**config.mk**
```make
export PLATFORM = sky130hd
export DESIGN_NAME = affine_bg_addr_gen
export DESIGN_NICKNAME = d
export VERILOG_FILES = /design/src/rtl/affine_pkg.sv /design/src/rtl/affine_axis.sv /design/src/rtl/affine_map_decode.sv /design/src/rtl/affine_bg_addr_gen.sv
export SDC_FILE = /design/constraint.sdc
export NUM_CORES = 1
export LEC_CHECK = 0
export BUFFER_PORTS_ARGS = -buffer_cell sky130_fd_sc_hd__buf_2
export CORE_ASPECT_RATIO = 0.7
export CORE_MARGIN = 8
export CORE_UTILIZATION = 61
export DETAILED_ROUTE_END_ITERATION = 10
export PLACE_DENSITY = 0.81
export REMOVE_ABC_BUFFERS = 1
export SLEW_MARGIN = 0
export SYNTH_ARGS = -nofsm -noshare
export SYNTH_HDL_FRONTEND = slang
export SYNTH_SLANG_ARGS = --single-unit
export TNS_END_PERCENT = 50
```
**constraint.sdc**
```tcl
create_clock -name clk -period 4 [get_ports clk]
set_input_delay 0.4 -clock clk [delete_from_list [all_inputs] [get_ports clk]]
set_output_delay 0.4 -clock clk [all_outputs]
set_load 0.1 [all_outputs]
```
**src/rtl/affine_pkg.sv**
```systemverilog
package affine_pkg;
  parameter int COORD_W       = 28;
  parameter int FRAC_W        = 8;
  parameter int STEP_W        = 16;
  parameter int HALF_W        = 16;
  parameter int SIZE_W        = 2;
  parameter int MIN_SIDE_LOG2 = 7;
  parameter int TILE_LOG2     = 3;

  localparam int INT_W         = COORD_W - FRAC_W;
  localparam int HI_W          = COORD_W - HALF_W;
  localparam int MAX_SIDE_LOG2 = MIN_SIDE_LOG2 + (1 << SIZE_W) - 1;
  localparam int CELL_W        = MAX_SIDE_LOG2 - TILE_LOG2;
  localparam int CELL_MIN_LOG2 = MIN_SIDE_LOG2 - TILE_LOG2;
  localparam int ADDR_W        = 2 * CELL_W;
  localparam int OFS_W         = 2 * TILE_LOG2;

  typedef enum logic [1:0] {
    SEL_X_LO = 2'd0,
    SEL_X_HI = 2'd1,
    SEL_Y_LO = 2'd2,
    SEL_Y_HI = 2'd3
  } ref_sel_e;

  typedef logic signed [COORD_W-1:0] coord_t;
  typedef logic signed [INT_W-1:0]   icoord_t;

  // Sign-extend an 8.8 step to the accumulator width.
  function automatic coord_t widen_step(input logic [STEP_W-1:0] s);
    return coord_t'($signed(s));
  endfunction

  // Mask that keeps a coordinate inside a map of the chosen size.
  function automatic logic [MAX_SIDE_LOG2-1:0] side_mask(input logic [SIZE_W-1:0] sz);
    return MAX_SIDE_LOG2'((1 << (MIN_SIDE_LOG2 + int'(sz))) - 1);
  endfunction

  // True when an integer coordinate lies within [0, side).
  function automatic logic axis_inside(input icoord_t c, input logic [SIZE_W-1:0] sz);
    icoord_t lim;
    lim = icoord_t'(1) <<< (MIN_SIDE_LOG2 + int'(sz));
    return (c >= 0) && (c < lim);
  endfunction

  // Row-major tile cell index: row * tiles_per_row + col.
  function automatic logic [ADDR_W-1:0] cell_index(input logic [CELL_W-1:0] row,
                                                   input logic [CELL_W-1:0] col,
                                                   input logic [SIZE_W-1:0] sz);
    return (ADDR_W'(row) << (CELL_MIN_LOG2 + int'(sz))) | ADDR_W'(col);
  endfunction
endpackage

```
**src/rtl/affine_axis.sv**
```systemverilog
module affine_axis
  import affine_pkg::*;
(
  input  logic              clk,
  input  logic              rst_n,
  input  logic              wr_lo,
  input  logic              wr_hi,
  input  logic [HALF_W-1:0] wr_data,
  input  logic [STEP_W-1:0] h_step,
  input  logic [STEP_W-1:0] v_step,
  input  logic              line_start,
  input  logic              pix_next,
  output coord_t            acc_q,
  output coord_t            line_ref_q
);
  coord_t ref_q;
  coord_t ref_d;
  logic   ref_wr;
  logic [HALF_W-HI_W-1:0] unused_hi_bits;

  assign unused_hi_bits = wr_data[HALF_W-1:HI_W];
  assign ref_wr         = wr_lo | wr_hi;

  always_comb begin
    ref_d = ref_q;
    if (wr_lo) ref_d[HALF_W-1:0]       = wr_data;
    if (wr_hi) ref_d[COORD_W-1:HALF_W] = wr_data[HI_W-1:0];
  end

  always_ff @(posedge clk or negedge rst_n) begin
    if (!rst_n) begin
      ref_q      <= '0;
      line_ref_q <= '0;
      acc_q      <= '0;
    end else begin
      ref_q <= ref_d;
      if (ref_wr)
        line_ref_q <= ref_d;
      else if (line_start)
        line_ref_q <= line_ref_q + widen_step(v_step);
      if (line_start)
        acc_q <= line_ref_q;
      else if (pix_next)
        acc_q <= acc_q + widen_step(h_step);
    end
  end
endmodule

```
**src/rtl/affine_map_decode.sv**
```systemverilog
module affine_map_decode
  import affine_pkg::*;
(
  input  icoord_t           ix,
  input  icoord_t           iy,
  input  logic [SIZE_W-1:0] map_size,
  input  logic              wrap_en,
  output logic [ADDR_W-1:0] map_addr,
  output logic [OFS_W-1:0]  pix_ofs,
  output logic              transparent,
  output logic              x_inside,
  output logic              y_inside
);
  logic [MAX_SIDE_LOG2-1:0] wx;
  logic [MAX_SIDE_LOG2-1:0] wy;

  assign wx = ix[MAX_SIDE_LOG2-1:0] & side_mask(map_size);
  assign wy = iy[MAX_SIDE_LOG2-1:0] & side_mask(map_size);

  assign x_inside = axis_inside(ix, map_size);
  assign y_inside = axis_inside(iy, map_size);

  assign map_addr    = cell_index(wy[MAX_SIDE_LOG2-1:TILE_LOG2],
                                  wx[MAX_SIDE_LOG2-1:TILE_LOG2], map_size);
  assign pix_ofs     = {wy[TILE_LOG2-1:0], wx[TILE_LOG2-1:0]};
  assign transparent = !wrap_en && !(x_inside && y_inside);
endmodule

```
**src/rtl/affine_bg_addr_gen.sv**
```systemverilog
module affine_bg_addr_gen
  import affine_pkg::*;
(
  input  logic              clk,
  input  logic              rst_n,
  input  logic [STEP_W-1:0] step_hx,
  input  logic [STEP_W-1:0] step_vx,
  input  logic [STEP_W-1:0] step_hy,
  input  logic [STEP_W-1:0] step_vy,
  input  logic              ref_wr_en,
  input  logic [1:0]        ref_wr_sel,
  input  logic [HALF_W-1:0] ref_wr_data,
  input  logic [SIZE_W-1:0] map_size,
  input  logic              wrap_en,
  input  logic              line_start,
  input  logic              pix_next,
  output logic [ADDR_W-1:0] map_addr,
  output logic [OFS_W-1:0]  pix_ofs,
  output logic              transparent
);
  localparam int NAXES = 2;

  logic [STEP_W-1:0] h_step  [NAXES];
  logic [STEP_W-1:0] v_step  [NAXES];
  logic              wr_lo   [NAXES];
  logic              wr_hi   [NAXES];
  coord_t            acc_q   [NAXES];
  coord_t            lref_q  [NAXES];

  // Named internal events and state for the checker
  coord_t acc_x, acc_y, lref_x, lref_y;
  logic   x_inside, y_inside;

  assign h_step[0] = step_hx;
  assign h_step[1] = step_hy;
  assign v_step[0] = step_vx;
  assign v_step[1] = step_vy;

  assign wr_lo[0] = ref_wr_en && (ref_wr_sel == SEL_X_LO);
  assign wr_hi[0] = ref_wr_en && (ref_wr_sel == SEL_X_HI);
  assign wr_lo[1] = ref_wr_en && (ref_wr_sel == SEL_Y_LO);
  assign wr_hi[1] = ref_wr_en && (ref_wr_sel == SEL_Y_HI);

  for (genvar a = 0; a < NAXES; a++) begin : g_axis
    affine_axis u_axis (
      .clk        (clk),
      .rst_n      (rst_n),
      .wr_lo      (wr_lo[a]),
      .wr_hi      (wr_hi[a]),
      .wr_data    (ref_wr_data),
      .h_step     (h_step[a]),
      .v_step     (v_step[a]),
      .line_start (line_start),
      .pix_next   (pix_next),
      .acc_q      (acc_q[a]),
      .line_ref_q (lref_q[a])
    );
  end

  assign acc_x  = acc_q[0];
  assign acc_y  = acc_q[1];
  assign lref_x = lref_q[0];
  assign lref_y = lref_q[1];

  affine_map_decode u_decode (
    .ix          (acc_x[COORD_W-1:FRAC_W]),
    .iy          (acc_y[COORD_W-1:FRAC_W]),
    .map_size    (map_size),
    .wrap_en     (wrap_en),
    .map_addr    (map_addr),
    .pix_ofs     (pix_ofs),
    .transparent (transparent),
    .x_inside    (x_inside),
    .y_inside    (y_inside)
  );
endmodule

```
# [Word-level counts from Yosys, hierarchy flattened]
# Index checks and enable logic that the tools add are counted.
# W data, S select, Z words.
[word_totals] register_bits=168 latchBits=0 ramBits=0 rom_bits=0 in_bits=90 out_inout_bits=21 wordCells=54 mem_count=0
[op_classes] addsub=7 multipliers=0 div=0 order_cmp=4 n_eq_ne=3 shift=3 mux=12 n_bitwise=5 n_reduce_logical=14
[op_table] op="$mux W28" n=8
[op_table] op="$add A28 B16 Y28" n=4
[op_table] op="$ge A20 B1 Y1 const B" n=2
[op_table] op="$lt A20 B20 Y1" n=2
[op_table] op="$mux W16" n=2
[op_table] op="$shl A1 B32 Y10 const A" n=1
[op_table] op="$shl A7 B32 Y14" n=1
[op_table] op="$sshl A2 B32 Y20 const A" n=1
[op_table] op="$mux W12" n=2
[op_table] op="$and A10 B10 Y10" n=2
[op_table] op="$or A14 B7 Y14" n=1
[op_table] op="$sub A10 B2 Y10 const B" n=1
[op_table] op="$add A3 B2 Y4 const A" n=2
[op_table] op="$logic_and A1 B1 Y1" n=8
[op_table] op="$reduce_bool A2 Y1" n=3
[op_table] op="$eq A2 B2 Y1 const B" n=2
[op_table] op="$eq A2 B1 Y1 const B" n=1
[op_table] op="$logic_not A1 Y1" n=2
[op_table] op="$logic_not A2 Y1" n=1
[op_table] op="$or A1 B1 Y1" n=2

# [Depth between registers and ports, before layout]
[logic_depth] word_depth=7 depth_mapped=12 mapped_depth_nobuf=12

# [Hierarchy]
# Synthesis repeated with hierarchy kept, for this count alone.
[hier_totals] cells_unflattened=1529 hier_area_um2=13470.4
[by_module_without_submodules] module="affine_axis at g_axis[0].u_axis" n_inst=1 cells_each=713 area_per_inst_um2=6384.9 seq_area_each_um2=2102.0
[by_module_without_submodules] module="affine_axis at g_axis[1].u_axis" n_inst=1 cells_each=722 area_per_inst_um2=6328.6 seq_area_each_um2=2102.0
[by_module_without_submodules] module="affine_map_decode" n_inst=1 cells_each=90 area_per_inst_um2=719.4 seq_area_each_um2=0.0
[by_module_without_submodules] module="affine_bg_addr_gen" n_inst=1 cells_each=4 area_per_inst_um2=37.5 seq_area_each_um2=0.0

# [Worst setup path after synthesis]
# OpenSTA, ideal clock, no wires.
[synth_timing] kind="input to output" startpoint="in map_size[0]" endpoint="out map_addr[9]" arrival_ns=3.201 required_time_ns=3.600 setup_slack_ns=0.399 path_stages=6 path_buffers=1 cell_sequence="buf_1 -> nor2_1 -> inv_1 -> ha_1 -> nand2_1 -> o21ai_0"
[synth_via] elab_chain_len=6 elab_cells_between_ends=7 classes_between="3 x add/sub; 2 x shift; 2 x bitwise"
[synth_lines] item="from (decl)" line_no="affine_bg_addr_gen.sv:13" source="input logic [SIZE_W-1:0] map_size,"
[synth_lines] item="$add A3 B2 Y4" line_no="affine_pkg.sv:35" source="return MAX_SIDE_LOG2'((1 << (MIN_SIDE_LOG2 + int'(sz))) - 1);"
[synth_lines] item="$shl A1 B32 Y10" line_no="affine_pkg.sv:35"
[synth_lines] item="$sub A10 B2 Y10" line_no="affine_pkg.sv:35"
[synth_lines] item="$and A10 B10 Y10" line_no="affine_map_decode.sv:18" source="assign wy = iy[MAX_SIDE_LOG2-1:0] & side_mask(map_size);"
[synth_lines] item="$shl A7 B32 Y14 *" line_no="affine_pkg.sv:49" source="return (ADDR_W'(row) << (CELL_MIN_LOG2 + int'(sz))) | ADDR_W'(col);"
[synth_lines] item="$or A14 B7 Y14 *" line_no="affine_pkg.sv:49"
[synth_lines] item="to (decl)" line_no="affine_bg_addr_gen.sv:17" source="output logic [ADDR_W-1:0] map_addr,"
# Mark *: on every way between the ends. The rest lies on a longest branch, timed or not.

# [Final worst setup path]
[layout_timing] startpoint="reg g_axis[1].u_axis.acc_q[13]" endpoint="out transparent"
[layout_via] elab_chain_len=5 elab_cells_between_ends=6 classes_between="2 x order compare; 4 x reduce/logical"
[layout_lines] item="from (decl)" line_no="affine_axis.sv:13" source="output coord_t acc_q,"
[layout_lines] item="from (signal assigned)" line_no="affine_axis.sv:42" source="acc_q <= line_ref_q;"
[layout_lines] item="from (signal assigned)" line_no="affine_axis.sv:44" source="acc_q <= acc_q + widen_step(h_step);"
[layout_lines] item="$ge A20 B1 Y1 / $lt A20 B20 Y1 (equally long branches)" line_no="affine_pkg.sv:42" source="return (c >= 0) && (c < lim);"
[layout_lines] item="$logic_and A1 B1 Y1 *" line_no="affine_pkg.sv:42"
[layout_lines] item="$logic_and A1 B1 Y1 *" line_no="affine_map_decode.sv:26" source="assign transparent = !wrap_en && !(x_inside && y_inside);"
[layout_lines] item="$logic_not A1 Y1 *" line_no="affine_map_decode.sv:26"
[layout_lines] item="$logic_and A1 B1 Y1 *" line_no="affine_map_decode.sv:26"
[layout_lines] item="to (decl)" line_no="affine_bg_addr_gen.sv:19" source="output logic transparent"
# Marks and branches as above.

==> results.yml <==
run_status:
  status: "finished clean"
cts:
  cts_root_buf: "clkbuf_16"
  cts_tree: "built"
  clock_path_buffers: 2
  htreeDepth: 4
  cts.sinks: 168
  insertion_delay_ns: 0.43
  cts_buffers: 17
  cts_resized: 0
  postCtsSetupRepairBufs: 0
  hold_buffers: 0
  clk_pin_slew_worst_paths_ns: 0.07
sta:
  skew_ns: 0.0131
  setup_viol: 0
  layout_worst_path_cycle_share_pct: 85.0
  slew_headroom_pct: 37.7
  final-hold-violation-count: 0
  period_minus_slack_ns: 3.40
  fmax_mhz: 294
  setup_tns_ns: 0
  rsz0062_at_grt: "no"
  slew_viol_final: 0
  whs_ns: 0.0275
  tightestPinTransition_ns: 0.933
  setup_slack_ns: 0.599
critical_path:
  cp_cell_sequence: "or4_1, o31a_1, o21a_1, o21a_1, o21ai_0, nand2b_1, a31oi_1, a21oi_1, buf_2"
  r2r_start: "g_axis[1].u_axis.acc_q[0]"
  end_kind: "output pin"
  crit_top_cell: "o21a_1"
  cp_top_family: "compound AO/OA/AOI/OAI gates"
  cp_num_buf_inv: 1
  cp.depth: 9
  rr_worst_depth: 12
  worstSetupPathType: "reg -> out"
  worst_path_largest_cell_delay_ns: 0.52
  path_max_fanout: 5
  crit_start: "g_axis[1].u_axis.acc_q[13]"
  start_kind: "flop"
  crit_slowest_cell: "or4_1"
  cp.arrival_ns: 3.00
  r2r-end: "g_axis[1].u_axis.acc_q[26]"
  endpoint: "transparent"
  required_ns: 3.60
  ff2ff_setup_slack_ns: 0.69
place:
  routabilityCongestion: 0.961
  placed_cell_area_um2: 13600
  place_inst: 1751
  pre_cts_slack_ns: 0.681
  post-dp-hpwl_mm: 25.7
  io_buffers: 110
power:
  p_leak_nw: 6.74
  power.density_nw_per_um2: 779
  finalPower_mw: 11.1
  peakVddDrop_uv: 345
drt:
  vias: 11191
  ant_nets: 0
  drtIter0Drc: 1110
  drt-vias-per-instance: 6.28
  remaining_drc_errors: 0
  wire_per_inst_um: 19.4
  finalWirelength_mm: 34.6
  drt_pass1_iterations: 5
synth:
  ys_types: 67
  synth.avg_cell_area_um2: 9.11
  seq_area_frac_synth_pct: 32.7
  async_flop_share_pct: 100
  synthCells: 1410
  synthFlopType: "dfrtp_1"
  synth-warning-count: 0
  synth_top_area_share_pct: 32.7
  synth.area.top_cells: "dfrtp_1 (33%), ha_1 (12%), mux2_2 (5.8%), mux2i_1 (5.4%), o21ai_0 (4.9%)"
  synth-seq-cells: 168
  yosys.area.top_type: "dfrtp_1"
  synth_edf_count: 0
  netlist_area_um2: 12800
grt:
  grt_pass1_vias: 10763
  grt.overflow.total: 0
  groute.usage.overall_pct: 26.5
  antenna_found_initial: 0
  grt_pass1_wl_mm: 55.8
  grt_max_degree: 139
floorplanning:
  start_util_pct: 62.1
  die_w_um: 189
  ios: 111
  die-area_um2: 26000
  fp.dieH_um: 137
  num_rows: 44
  core-area_um2: 20700
cells_and_area:
  fillers: 1697
  num_antenna_cells: 0
  final_util_pct: 68.7
  drive_above_1_share_pct: 15.8
  final_common_cell: "dfrtp_1"
  multi_input_area_um2: 8340
  syn_to_final_growth_pct: 10.6
  seq_area_um2: 4200
  final_nets: 1713
  stdcell_count: 1782
  layout_common_cells: "dfrtp_1 (168), nand2_1 (145), o21ai_0 (127), ha_1 (125), a21oi_1 (120)"
  final_area_um2: 14200
worst_hold_path:
  hold_class: "in -> async"
run:
  maxCapViolations: 0
==> cell usage after synthesis, drive strengths merged (5+ instances only) <==
master / instances
dfrtp: 168
o21ai: 146
nand2: 145
ha: 125
a21oi: 121
mux2i: 69
mux2: 66
nor2: 66
a21o: 63
xnor2: 60
clkbuf: 52
xor2: 35
nand3: 31
inv: 24
nor2b: 20
a31oi: 19
a211oi: 18
o21bai: 17
and3: 15
nand2b: 13
buf: 12
nor3: 10
nand4: 9
o21a: 9
a22oi: 8
o211ai: 8
o31ai: 7
a31o: 6
and2: 6
o31a: 5
or3: 5
==> area by class of cell <==
cell class / instances / share of cell area (%)
clock buffer: 20 / 3.21
timing repair buffer: 122 / 4.66
clock inverter: 11 / 0.801
inverter: 25 / 0.660
tap: 276 / 2.43
multi-input combinational: 1160 / 58.7
sequential: 168 / 29.6
==> worst min-delay path by stage <==
stage,to,slack (ns),cells past startpoint
detailed placement,g_axis[1].u_axis.ref_q[11],0.48,1
CTS,g_axis[0].u_axis.acc_q[0],0.06,1
global route,g_axis[0].u_axis.acc_q[0],0.10,1
finish,g_axis[0].u_axis.acc_q[0],0.03,1
floorplan,g_axis[0].u_axis.acc_q[0],0.10,0
global placement,g_axis[0].u_axis.ref_q[22],0.48,1
==> cell families (layout without fill, tap and decap cells) <==
kind of cell / after synthesis / in the layout / share of synthesized area, %
XOR/XNOR: 95 / 95 / 6.48
adder cells (fa/ha/maj): 129 / 129 / 12.8
AND/OR/NAND/NOR: 334 / 334 / 11.9
AO/OA/AOI/OAI: 459 / 459 / 22.3
buffers and inverters: 89 / 178 / 2.61
flip-flops: 168 / 168 / 32.7
other: 1 / 8 / 0.0292
multiplexers: 135 / 135 / 11.2
==> registers in the layout, summed over array words and instances (netlist names) <==
| name | count |
|---|---|
| g_axis.u_axis.ref_q | 56 |
| g_axis.u_axis.line_ref_q | 56 |
| g_axis.u_axis.acc_q | 56 |
==> worst reg2reg max path: cells and delay by family (launching register included) <==
kind            cells  cell delay (ns)
fa+ha+maj           2             0.62
mux                 1             0.16
flops               1             0.38
xor+xnor            1             0.18
compound gates      8             1.82
==> power by group <==
group,leakage [nW],switching [mW],internal [mW]
clock network,0.275,0.739,0.900
registers,2.02,0.604,2.32
logic,4.45,3.82,2.69
==> layer usage <==
metal  up-vias  GRT usage [%]  wire length [µm]
li1       5331              -                 -
met1      5370           38.5             16500
met2       457           40.3             15100
met3        33           5.87              2690
met4         0           4.81               363
met5         -              0                 0
Power figures use the tool's default switching activity.
